<file path="src/rtl/rlm_pkg.sv">
package rlm_pkg;

    // index of the lowest set bit among the low w bits; 0 when none are set
    function automatic int unsigned low_one(input logic [31:0] v, input int unsigned w);
        int unsigned r;
        r = 0;
        for (int i = 31; i >= 0; i--) begin
            if (i < int'(w) && v[i]) r = i;
        end
        return r;
    endfunction

endpackage

</file>
<file path="src/rtl/rlm_fold.sv">
module rlm_fold #(
    parameter int CHUNK_W = 8,
    localparam int KW = $clog2(CHUNK_W),
    localparam int AW = CHUNK_W - 2
) (
    input  logic [CHUNK_W-1:0] x,
    output logic [AW-1:0]      idx,
    output logic [KW-1:0]      shamt,
    output logic               neg,
    output logic               zero
);
    localparam logic [CHUNK_W-1:0] HALF = CHUNK_W'(1) << (CHUNK_W - 1);

    logic [CHUNK_W-1:0] mag;
    int unsigned        k;

    always_comb begin
        // signed offset from midpoint: upper half positive, lower half negative
        if (x[CHUNK_W-1]) mag = {1'b0, x[CHUNK_W-2:0]};
        else              mag = HALF - x;
        neg   = ~x[CHUNK_W-1];
        zero  = (mag == '0);
        k     = rlm_pkg::low_one(32'(mag), CHUNK_W);
        shamt = KW'(k);
        // odd factor m = mag >> k; stored at (m-1)/2 = mag >> (k+1)
        idx   = AW'(mag >> (k + 1));
    end
endmodule

</file>
<file path="src/rtl/rlm_odd_rom.sv">
module rlm_odd_rom #(
    parameter int CHUNK_W = 8,
    parameter int COEF_W  = 12,
    parameter logic [COEF_W-1:0] COEF = '0,
    localparam int AW    = CHUNK_W - 2,
    localparam int DEPTH = 1 << AW,
    localparam int EW    = COEF_W + CHUNK_W - 1
) (
    input  logic [AW-1:0] idx,
    output logic [EW-1:0] entry
);
    localparam int unsigned CT = rlm_pkg::low_one(32'(COEF), COEF_W);
    localparam logic [EW-1:0] CODD = EW'(COEF >> CT);

    logic [EW-1:0] rom [DEPTH];

    // entry i holds odd multiple (2i+1) of the coefficient's odd part
    for (genvar gi = 0; gi < DEPTH; gi++) begin : g_word
        assign rom[gi] = CODD * EW'(2 * gi + 1);
    end

    assign entry = rom[idx];
endmodule

</file>
<file path="src/rtl/rlm_rebuild.sv">
module rlm_rebuild #(
    parameter int CHUNK_W = 8,
    parameter int COEF_W  = 12,
    parameter logic [COEF_W-1:0] COEF = '0,
    localparam int KW  = $clog2(CHUNK_W),
    localparam int EW  = COEF_W + CHUNK_W - 1,
    localparam int PCW = COEF_W + CHUNK_W
) (
    input  logic [EW-1:0]  entry,
    input  logic [KW-1:0]  shamt,
    input  logic           neg,
    input  logic           zero,
    output logic [PCW-1:0] part
);
    localparam int unsigned CT = rlm_pkg::low_one(32'(COEF), COEF_W);
    localparam bit NULL_COEF = (COEF == '0);
    localparam logic [PCW-1:0] OFFSET = PCW'(COEF) << (CHUNK_W - 1);

    logic [PCW-1:0] ext, flipped, term;

    always_comb begin
        ext = PCW'(entry);
        // odd word: negation is inversion of all bits above bit 0, no carry chain
        if (neg) flipped = {~ext[PCW-1:1], 1'b1};
        else     flipped = ext;
        if (zero || NULL_COEF) term = '0;
        else                   term = flipped << (int'(shamt) + int'(CT));
        part = OFFSET + term;
    end
endmodule

</file>
<file path="src/rtl/rlut_mult.sv">
module rlut_mult #(
    parameter int CHUNK_W    = 8,
    parameter int NUM_CHUNKS = 1,
    parameter int COEF_W     = 12,
    parameter logic [COEF_W-1:0] COEF = 12'd2730,
    localparam int IW = CHUNK_W * NUM_CHUNKS,
    localparam int PW = IW + COEF_W
) (
    input  logic          clk,
    input  logic          rst_n,
    input  logic          in_valid,
    input  logic [IW-1:0] in_x,
    output logic          out_valid,
    output logic [PW-1:0] out_p
);
    localparam int KW  = $clog2(CHUNK_W);
    localparam int AW  = CHUNK_W - 2;
    localparam int EW  = COEF_W + CHUNK_W - 1;
    localparam int PCW = COEF_W + CHUNK_W;

    typedef struct packed {
        logic                         vld;
        logic [NUM_CHUNKS-1:0][EW-1:0] ent;
        logic [NUM_CHUNKS-1:0][KW-1:0] sh;
        logic [NUM_CHUNKS-1:0]         neg;
        logic [NUM_CHUNKS-1:0]         zr;
    } rd_stage_t;

    typedef struct packed {
        logic          vld;
        logic [PW-1:0] prod;
    } out_stage_t;

    typedef struct packed {
        rd_stage_t  rd;
        out_stage_t os;
    } pipe_t;

    pipe_t st_d, st_q;

    logic [NUM_CHUNKS-1:0][AW-1:0]  idx_w;
    logic [NUM_CHUNKS-1:0][KW-1:0]  sh_w;
    logic [NUM_CHUNKS-1:0]          neg_w;
    logic [NUM_CHUNKS-1:0]          zr_w;
    logic [NUM_CHUNKS-1:0][EW-1:0]  ent_w;
    logic [NUM_CHUNKS-1:0][PCW-1:0] part_w;

    for (genvar gc = 0; gc < NUM_CHUNKS; gc++) begin : g_chunk
        rlm_fold #(.CHUNK_W(CHUNK_W)) u_fold (
            .x     (in_x[gc*CHUNK_W +: CHUNK_W]),
            .idx   (idx_w[gc]),
            .shamt (sh_w[gc]),
            .neg   (neg_w[gc]),
            .zero  (zr_w[gc])
        );
        rlm_odd_rom #(.CHUNK_W(CHUNK_W), .COEF_W(COEF_W), .COEF(COEF)) u_rom (
            .idx   (idx_w[gc]),
            .entry (ent_w[gc])
        );
        rlm_rebuild #(.CHUNK_W(CHUNK_W), .COEF_W(COEF_W), .COEF(COEF)) u_rebuild (
            .entry (st_q.rd.ent[gc]),
            .shamt (st_q.rd.sh[gc]),
            .neg   (st_q.rd.neg[gc]),
            .zero  (st_q.rd.zr[gc]),
            .part  (part_w[gc])
        );
    end

    always_comb begin
        logic [PW-1:0] acc;
        st_d = st_q;
        // stage 1: address mapping and table read
        st_d.rd.vld = in_valid;
        if (in_valid) begin
            st_d.rd.ent = ent_w;
            st_d.rd.sh  = sh_w;
            st_d.rd.neg = neg_w;
            st_d.rd.zr  = zr_w;
        end
        // stage 2: shift, sign reversal, offset, chunk merge
        acc = '0;
        for (int c = 0; c < NUM_CHUNKS; c++) begin
            acc = acc + (PW'(part_w[c]) << (c * CHUNK_W));
        end
        st_d.os.vld = st_q.rd.vld;
        if (st_q.rd.vld) st_d.os.prod = acc;
    end

    always_ff @(posedge clk) begin
        if (!rst_n) st_q <= '0;
        else        st_q <= st_d;
    end

    assign out_valid = st_q.os.vld;
    assign out_p     = st_q.os.prod;
endmodule

</file>
<file path="config.mk">
export PLATFORM = sky130hd
export DESIGN_NAME = rlut_mult
export DESIGN_NICKNAME = d
export VERILOG_FILES = /design/src/rtl/rlm_pkg.sv /design/src/rtl/rlm_fold.sv /design/src/rtl/rlm_odd_rom.sv /design/src/rtl/rlm_rebuild.sv /design/src/rtl/rlut_mult.sv
export SDC_FILE = /design/constraint.sdc
export NUM_CORES = 1
export LEC_CHECK = 0
export ABC_AREA = 1
export BUFFER_PORTS_ARGS = -buffer_cell sky130_fd_sc_hd__buf_2
export CAP_MARGIN = 20
export CORE_MARGIN = 2
export CORE_UTILIZATION = 45
export CTS_CLUSTER_SIZE = 10
export DETAILED_ROUTE_END_ITERATION = 8
export GPL_ROUTABILITY_DRIVEN = 1
export PLACE_DENSITY = 0.74
export SYNTH_ARGS = -nofsm -noshare
export SYNTH_HDL_FRONTEND = slang
export SYNTH_SLANG_ARGS = --single-unit
</file>
<file path="constraint.sdc">
create_clock -name clk -period 5.1 [get_ports clk]
set_input_delay 0.765 -clock clk [delete_from_list [all_inputs] [get_ports clk]]
set_output_delay 0.765 -clock clk [all_outputs]
set_load 0.1 [all_outputs]
</file>
## Word level (Yosys, flattened, before mapping)

Memories as Yosys holds them, arrays and structs flattened. A register that Yosys moved wholly into a read port is not among the register bits.
Cells that the tools add are included.

- Bits in registers: 27
- Bits in read-only memories: 1216
- Input bits: 11
- Output and inout port bits: 21
- Word-level logic and storage cells: 29
- Memories kept: 1

- Add/subtract/negate cells: 4
- Shifts and indexed selects: 2
- Mux-type cells: 11
- Bitwise gates (word level): 3
- Reduce and logical (&&, ||, !) cells: 2

Memory list:

| name | depth | bits a word | rd ports | clocked after memory_dff | write ports | RTL line | source |
|---|---|---|---|---|---|---|---|
| (no name shown) | 64 | 19 | 1 | 1 | 0 | rlm_odd_rom.sv:22 | `assign entry = rom[idx];` |

Operators by type and width:

| kind | number |
|---|---|
| $mux W32 | 7 |
| $mux W20 | 2 |
| $add A32 B1 Y32 const B | 1 |
| $shl A20 B32 Y20 | 1 |
| $shr A8 B32 Y6 | 1 |
| $add A19 B20 Y20 const A | 1 |
| $not A18 Y19 | 1 |
| $logic_not A8 Y1 | 1 |
| $mux W8 | 1 |
| $sub A8 B8 Y8 const A | 1 |
| $not A6 Y7 | 1 |
| $add A3 B1 Y4 const B | 1 |
| $mux W3 | 1 |
| $logic_not A1 Y1 | 1 |
| $not A1 Y1 | 1 |

## Logic depth before layout (Yosys ltp)

- Depth after elaboration: 13
- Mapped depth: 31
- Mapped depth without buffers: 31

## Hierarchy

A second synthesis with hierarchy kept.

- Cells, all modules: 938
- Area, all modules: 5202.5 sq um

By module, submodules not included:

| module | times used | cells each | area each (sq um) | sequential area each (sq um) |
|---|---|---|---|---|
| rlut_mult | 1 | 305 | 1991.9 | 920.9 |
| rlm_rebuild | 1 | 366 | 1908.1 | 0.0 |
| rlm_odd_rom | 1 | 142 | 698.2 | 0.0 |
| rlm_fold | 1 | 125 | 604.3 | 0.0 |

## Worst setup path after synthesis

No wires, ideal clock.

- Path type: input to register
- From: input in_x[0]
- To: register st_q[31] (netlist name)
- Library setup time: 0.075 ns
- Data arrival time: 3.717 ns
- Required time: 5.025 ns
- Path slack: 1.308 ns
- Stages on the path: 24
- Path buffers: 1
- Cells stage by stage: inv_2 -> ha_1 -> inv_1 -> o21ai_0 -> inv_1 -> nor2_1 -> inv_1 -> nand2_8 -> ha_1 -> clkbuf_1 -> inv_1 -> nand3_1 -> nand2_1 -> nor2_1 -> nand2_1 -> nand2_2 -> inv_1 -> ha_1 -> nand2_1 -> nand2_1 -> nand2_1 -> nand2_2 -> ha_1 -> o21ai_0

- Cells in the longest elaborated chain, start to end: 13

RTL lines:

| item | RTL line | source |
|---|---|---|
| from (decl) | rlut_mult.sv:12 | `input logic [IW-1:0] in_x,` |
| $sub A8 B8 Y8 | rlm_fold.sv:20 | `else mag = HALF - x;` |
| $mux W8 (*) | rlm_fold.sv:19 | `if (x[CHUNK_W-1]) mag = {1'b0, x[CHUNK_W-2:0]};` |
| $mux W3 | rlm_pkg.sv:8 | `if (i < int'(w) && v[i]) r = i;` |
| $mux W32 (6 in a row) | rlm_pkg.sv:8 |  |
| $mux W32 (*) | rlm_pkg.sv:8 |  |
| named net g_chunk[0].u_fold.k[0] | rlm_fold.sv:15 | `int unsigned k;` |
| $add A32 B1 Y32 (*) | rlm_fold.sv:26 | `idx = AW'(mag >> (k + 1));` |
| $shr A8 B32 Y6 (*) | rlm_fold.sv:26 |  |
| $not A6 Y7 (implied by the code) (*) | rlm_odd_rom.sv:22 |  |

Mark *: on every way through the listed nets, which the timed path passes. The rest lies on a longest branch.
A chain may end at the register's enable or synchronous reset.

## Worst setup path in the final report

- From: input in_x[0]
- To: register st_q[31] (netlist name)

- Cells in the longest elaborated chain, start to end: 13

RTL lines:

| item | RTL line |
|---|---|
| $sub A8 B8 Y8 | rlm_fold.sv:20 |
| $mux W8 (*) | rlm_fold.sv:19 |
| $mux W3 | rlm_pkg.sv:8 |
| $mux W32 (6 in a row) | rlm_pkg.sv:8 |
| $mux W32 (*) | rlm_pkg.sv:8 |
| named net g_chunk[0].u_fold.k[1] | rlm_fold.sv:15 |
| $add A32 B1 Y32 (*) | rlm_fold.sv:26 |
| $shr A8 B32 Y6 (*) | rlm_fold.sv:26 |
| $not A6 Y7 (implied by the code) (*) | rlm_odd_rom.sv:22 |

Marked as above.

==> results.md <==
* Core Rows at 33
* VDD IR-drop max at 0.161 mV
* Io pins at 32
* Remaining DRCs at 0
* GRT Total Usage at 19.8%
* CTS Hold Bufs at 0
* Tightest Hold Check Type: flop to flop
* Clock root cell: clkbuf_8
* Post-synth top flop: dfxtp_1
* Pwr Density at 370 nW/um^2
* Routed WL at 8480 um
* Max Root-Sink Buffers at 2
* Status: complete, no violations
* Die height at 94.7 um
* GP Congestion at 0.910
* CTS resizes at 0
* Placed insts at 716
* Crit. End Element: flop
* Initial core utilization at 45.7%
* Hold slack at 0.464 ns
* Number of enable flip-flop cells after synthesis at 0
* CP max stage cell: ha_1
* Kind of critical path: input pin to flop
* CTS clk-pin slew, worst paths at 0.09 ns
* TritonCTS clock tree: built
* #FFs+latches synth at 42
* Port Buffers at 31
* Pin count of the biggest net entering global routing at 23
* Post-synth ARST share at 0%
* Setup tns final at 0 ns
* Floorplan core area at 8090 sq um
* Syn Nets at 624
* Worst-case reg-to-reg path depth at 19
* Critical path's largest stage delay at 0.47 ns
* Post-route ant nets at 0
* Initial antenna violation count at 0
* Cells after Synth at 603
* Detailed Place HPWL at 6620 um
* Die X at 94.7 um
* Layout area overhead at 6.73%
* DR pass1 iterations at 5
* Full die area at 8970 sq um
* Antenna cell count at 0
* Final setup margin at 1.03 ns
* Max Clk Rate at 246 MHz
* Crit-path cells: buf_2, inv_2, ha_1, nand3_1, nand2_1, nand2_1, nand2_1, o21ai_0, a21oi_1, ha_1, inv_1, nand3_1, nand2_1, nor2_1, nand2_1, nand2_2, inv_1, ha_1, inv_1, nand2_2, nand3_2, nand2_2, ha_1, o21ai_0
* Cts bufs inserted at 5
* Vias in the first global route at 3,435
* CTS sink cnt at 42
* Hold Path Depth at 2
* Via density at 5.17
* Crit path DAT at 4.30 ns
* Worst-Skew Late Latency at 0.31 ns
* Post-CTS setup buffer count at 0
* Gr ovfl total at 0
* Fin crit share at 79.7%
* Share of post-route cells with drive strength above 1 at 13.9%
* CP delay by family, top: adder cells
* Fin. max-slew vios at 0
* Non-Filler Instances at 724
* H-tree levels at 2
* Vias at 3,745
* Final hold vios at 0
* Sequential fraction of the synthesis area at 22.7%
* Tightest Pin Transition at 0.945 ns
* Fin nets at 639
* Worst Setup Slack post-DPL at 0.798 ns
* Most used cell, CP: nand2_1
* DR WL/cell at 11.7 um
* Critical path depth at 24
* Rel. slew slack at 36.9%
* P_leak at 1.99 nW
* YS warnings at 0
* Synthesized area at 3700 sq um
* Post-Route Skew at 0.00883 ns
* WP data required at 5.34 ns
* Average size of a mapped cell at 6.14 sq um
* First-pass GRT wire length at 14,600 um
* Period minus WS final at 4.07 ns
* RSZ-0062 raised after global routing: false
* CP Max Fanout at 8
* CP Launch Type: input pin
* Max Cap Violations at 0
* Drt first-iter violations at 142
* WP buf/inv at 5
* Final setup fails at 0
* Distinct cells, synth at 46
-- cells in the mapped netlist (all sizes together) (8+ instances only) --
master  count  area, sq um
o21ai      64          332
nor2       43          179
a21oi      24          124
buf        12         93.8
xor2       10         95.1
dfxtp      42          841
inv        63          239
xnor2      10         95.1
ha         10          125
mux2i       8         80.1
clkbuf     12         45.0
nand2     201          821
nand3      64          350
-- layout make-up --
cell class,count,area (sq um)
Clock buffer,5,68.8
Sequential cell,42,841
Multi-Input combinational cell,471,2470
Timing Repair Buffer,32,163
Clock inverter,3,25.0
Tap cell,105,131
Fill cell,856,4140
Inverter,66,251
-- metrics by stage --
stage	area (sq um)	power [mW]	utilization [%]
after floorplan	3700	1.10	-
after global placement	3860	1.22	47.7
after detailed placement	3860	1.23	47.7
after CTS	3950	1.46	48.8
after global routing	3950	1.60	48.8
final	3950	1.46	48.8
-- kinds of logic (layout without fill, tap and decap cells) --
kind of cell	Yosys count	after routing	synth area share, %
AOI/OAI and AO/OA	105	105	15.7
and+or+nand+nor	328	328	40.4
adders and majority gates	10	10	3.38
xor gates and xnor gates	20	20	5.14
DFF	42	42	22.7
muxes	8	8	2.16
buffers and inverters	90	106	10.5
-- layer usage --
layer  track usage [%]  part of all wire (%)
met5                 0                     0
met2              36.1                    47
met3              2.87                   4.0
met4              5.92                   2.1
met1              23.8                    47
-- cell usage in the layout, fill, tap and decap left out, types with 2 or more instances in the layout --
master / n
a21oi_1: 23
a31oi_1: 7
nand2_1: 184
o221ai_1: 3
inv_2: 7
nand3_2: 6
xor2_1: 9
nor3_1: 3
nand2_2: 14
or2_0: 2
inv_1: 55
mux2i_1: 8
nand3b_1: 4
nor2_4: 2
clkinv_1: 2
o22ai_1: 2
o21ai_1: 10
dfxtp_1: 42
o21ai_2: 3
buf_2: 31
xnor2_1: 9
ha_1: 10
or2_1: 2
o211ai_1: 3
nand4_1: 3
clkbuf_8: 5
nor2_1: 40
nand2_4: 2
or2_2: 3
o21ai_0: 51
nand3_1: 58
-- worst paths after layout --
check	startpoint	to	slack, ns
worst max-delay path	in_x[0]	st_q[31]	1.03
worst min-delay path	st_q[26]	st_q[26]	0.46
worst max register to register	st_q[23]	out_p[18]	1.58
worst min register to register	st_q[26]	st_q[26]	0.46
-- worst min-delay path, delay by kind of cell, from the launching register on --
| kind | cells | cell delay [ns] |
|---|---|---|
| DFF | 1 | 0.32 |
| and+or+nand+nor | 2 | 0.10 |
-- registers in the layout, indices dropped and copies added, names as in the netlist --
| name | cells |
|---|---|
| out_p | 20 |
| out_valid | 1 |
| st_d | 1 |
| st_q | 20 |
-- where the power goes --
part           total (mW)  leakage (nW)  internal [mW]  switching [mW]
Combinational       0.835          1.60          0.254           0.581
Sequential          0.398         0.346          0.368          0.0305
Clock               0.227        0.0447         0.0988           0.128
(Power assumes the default switching activity.)
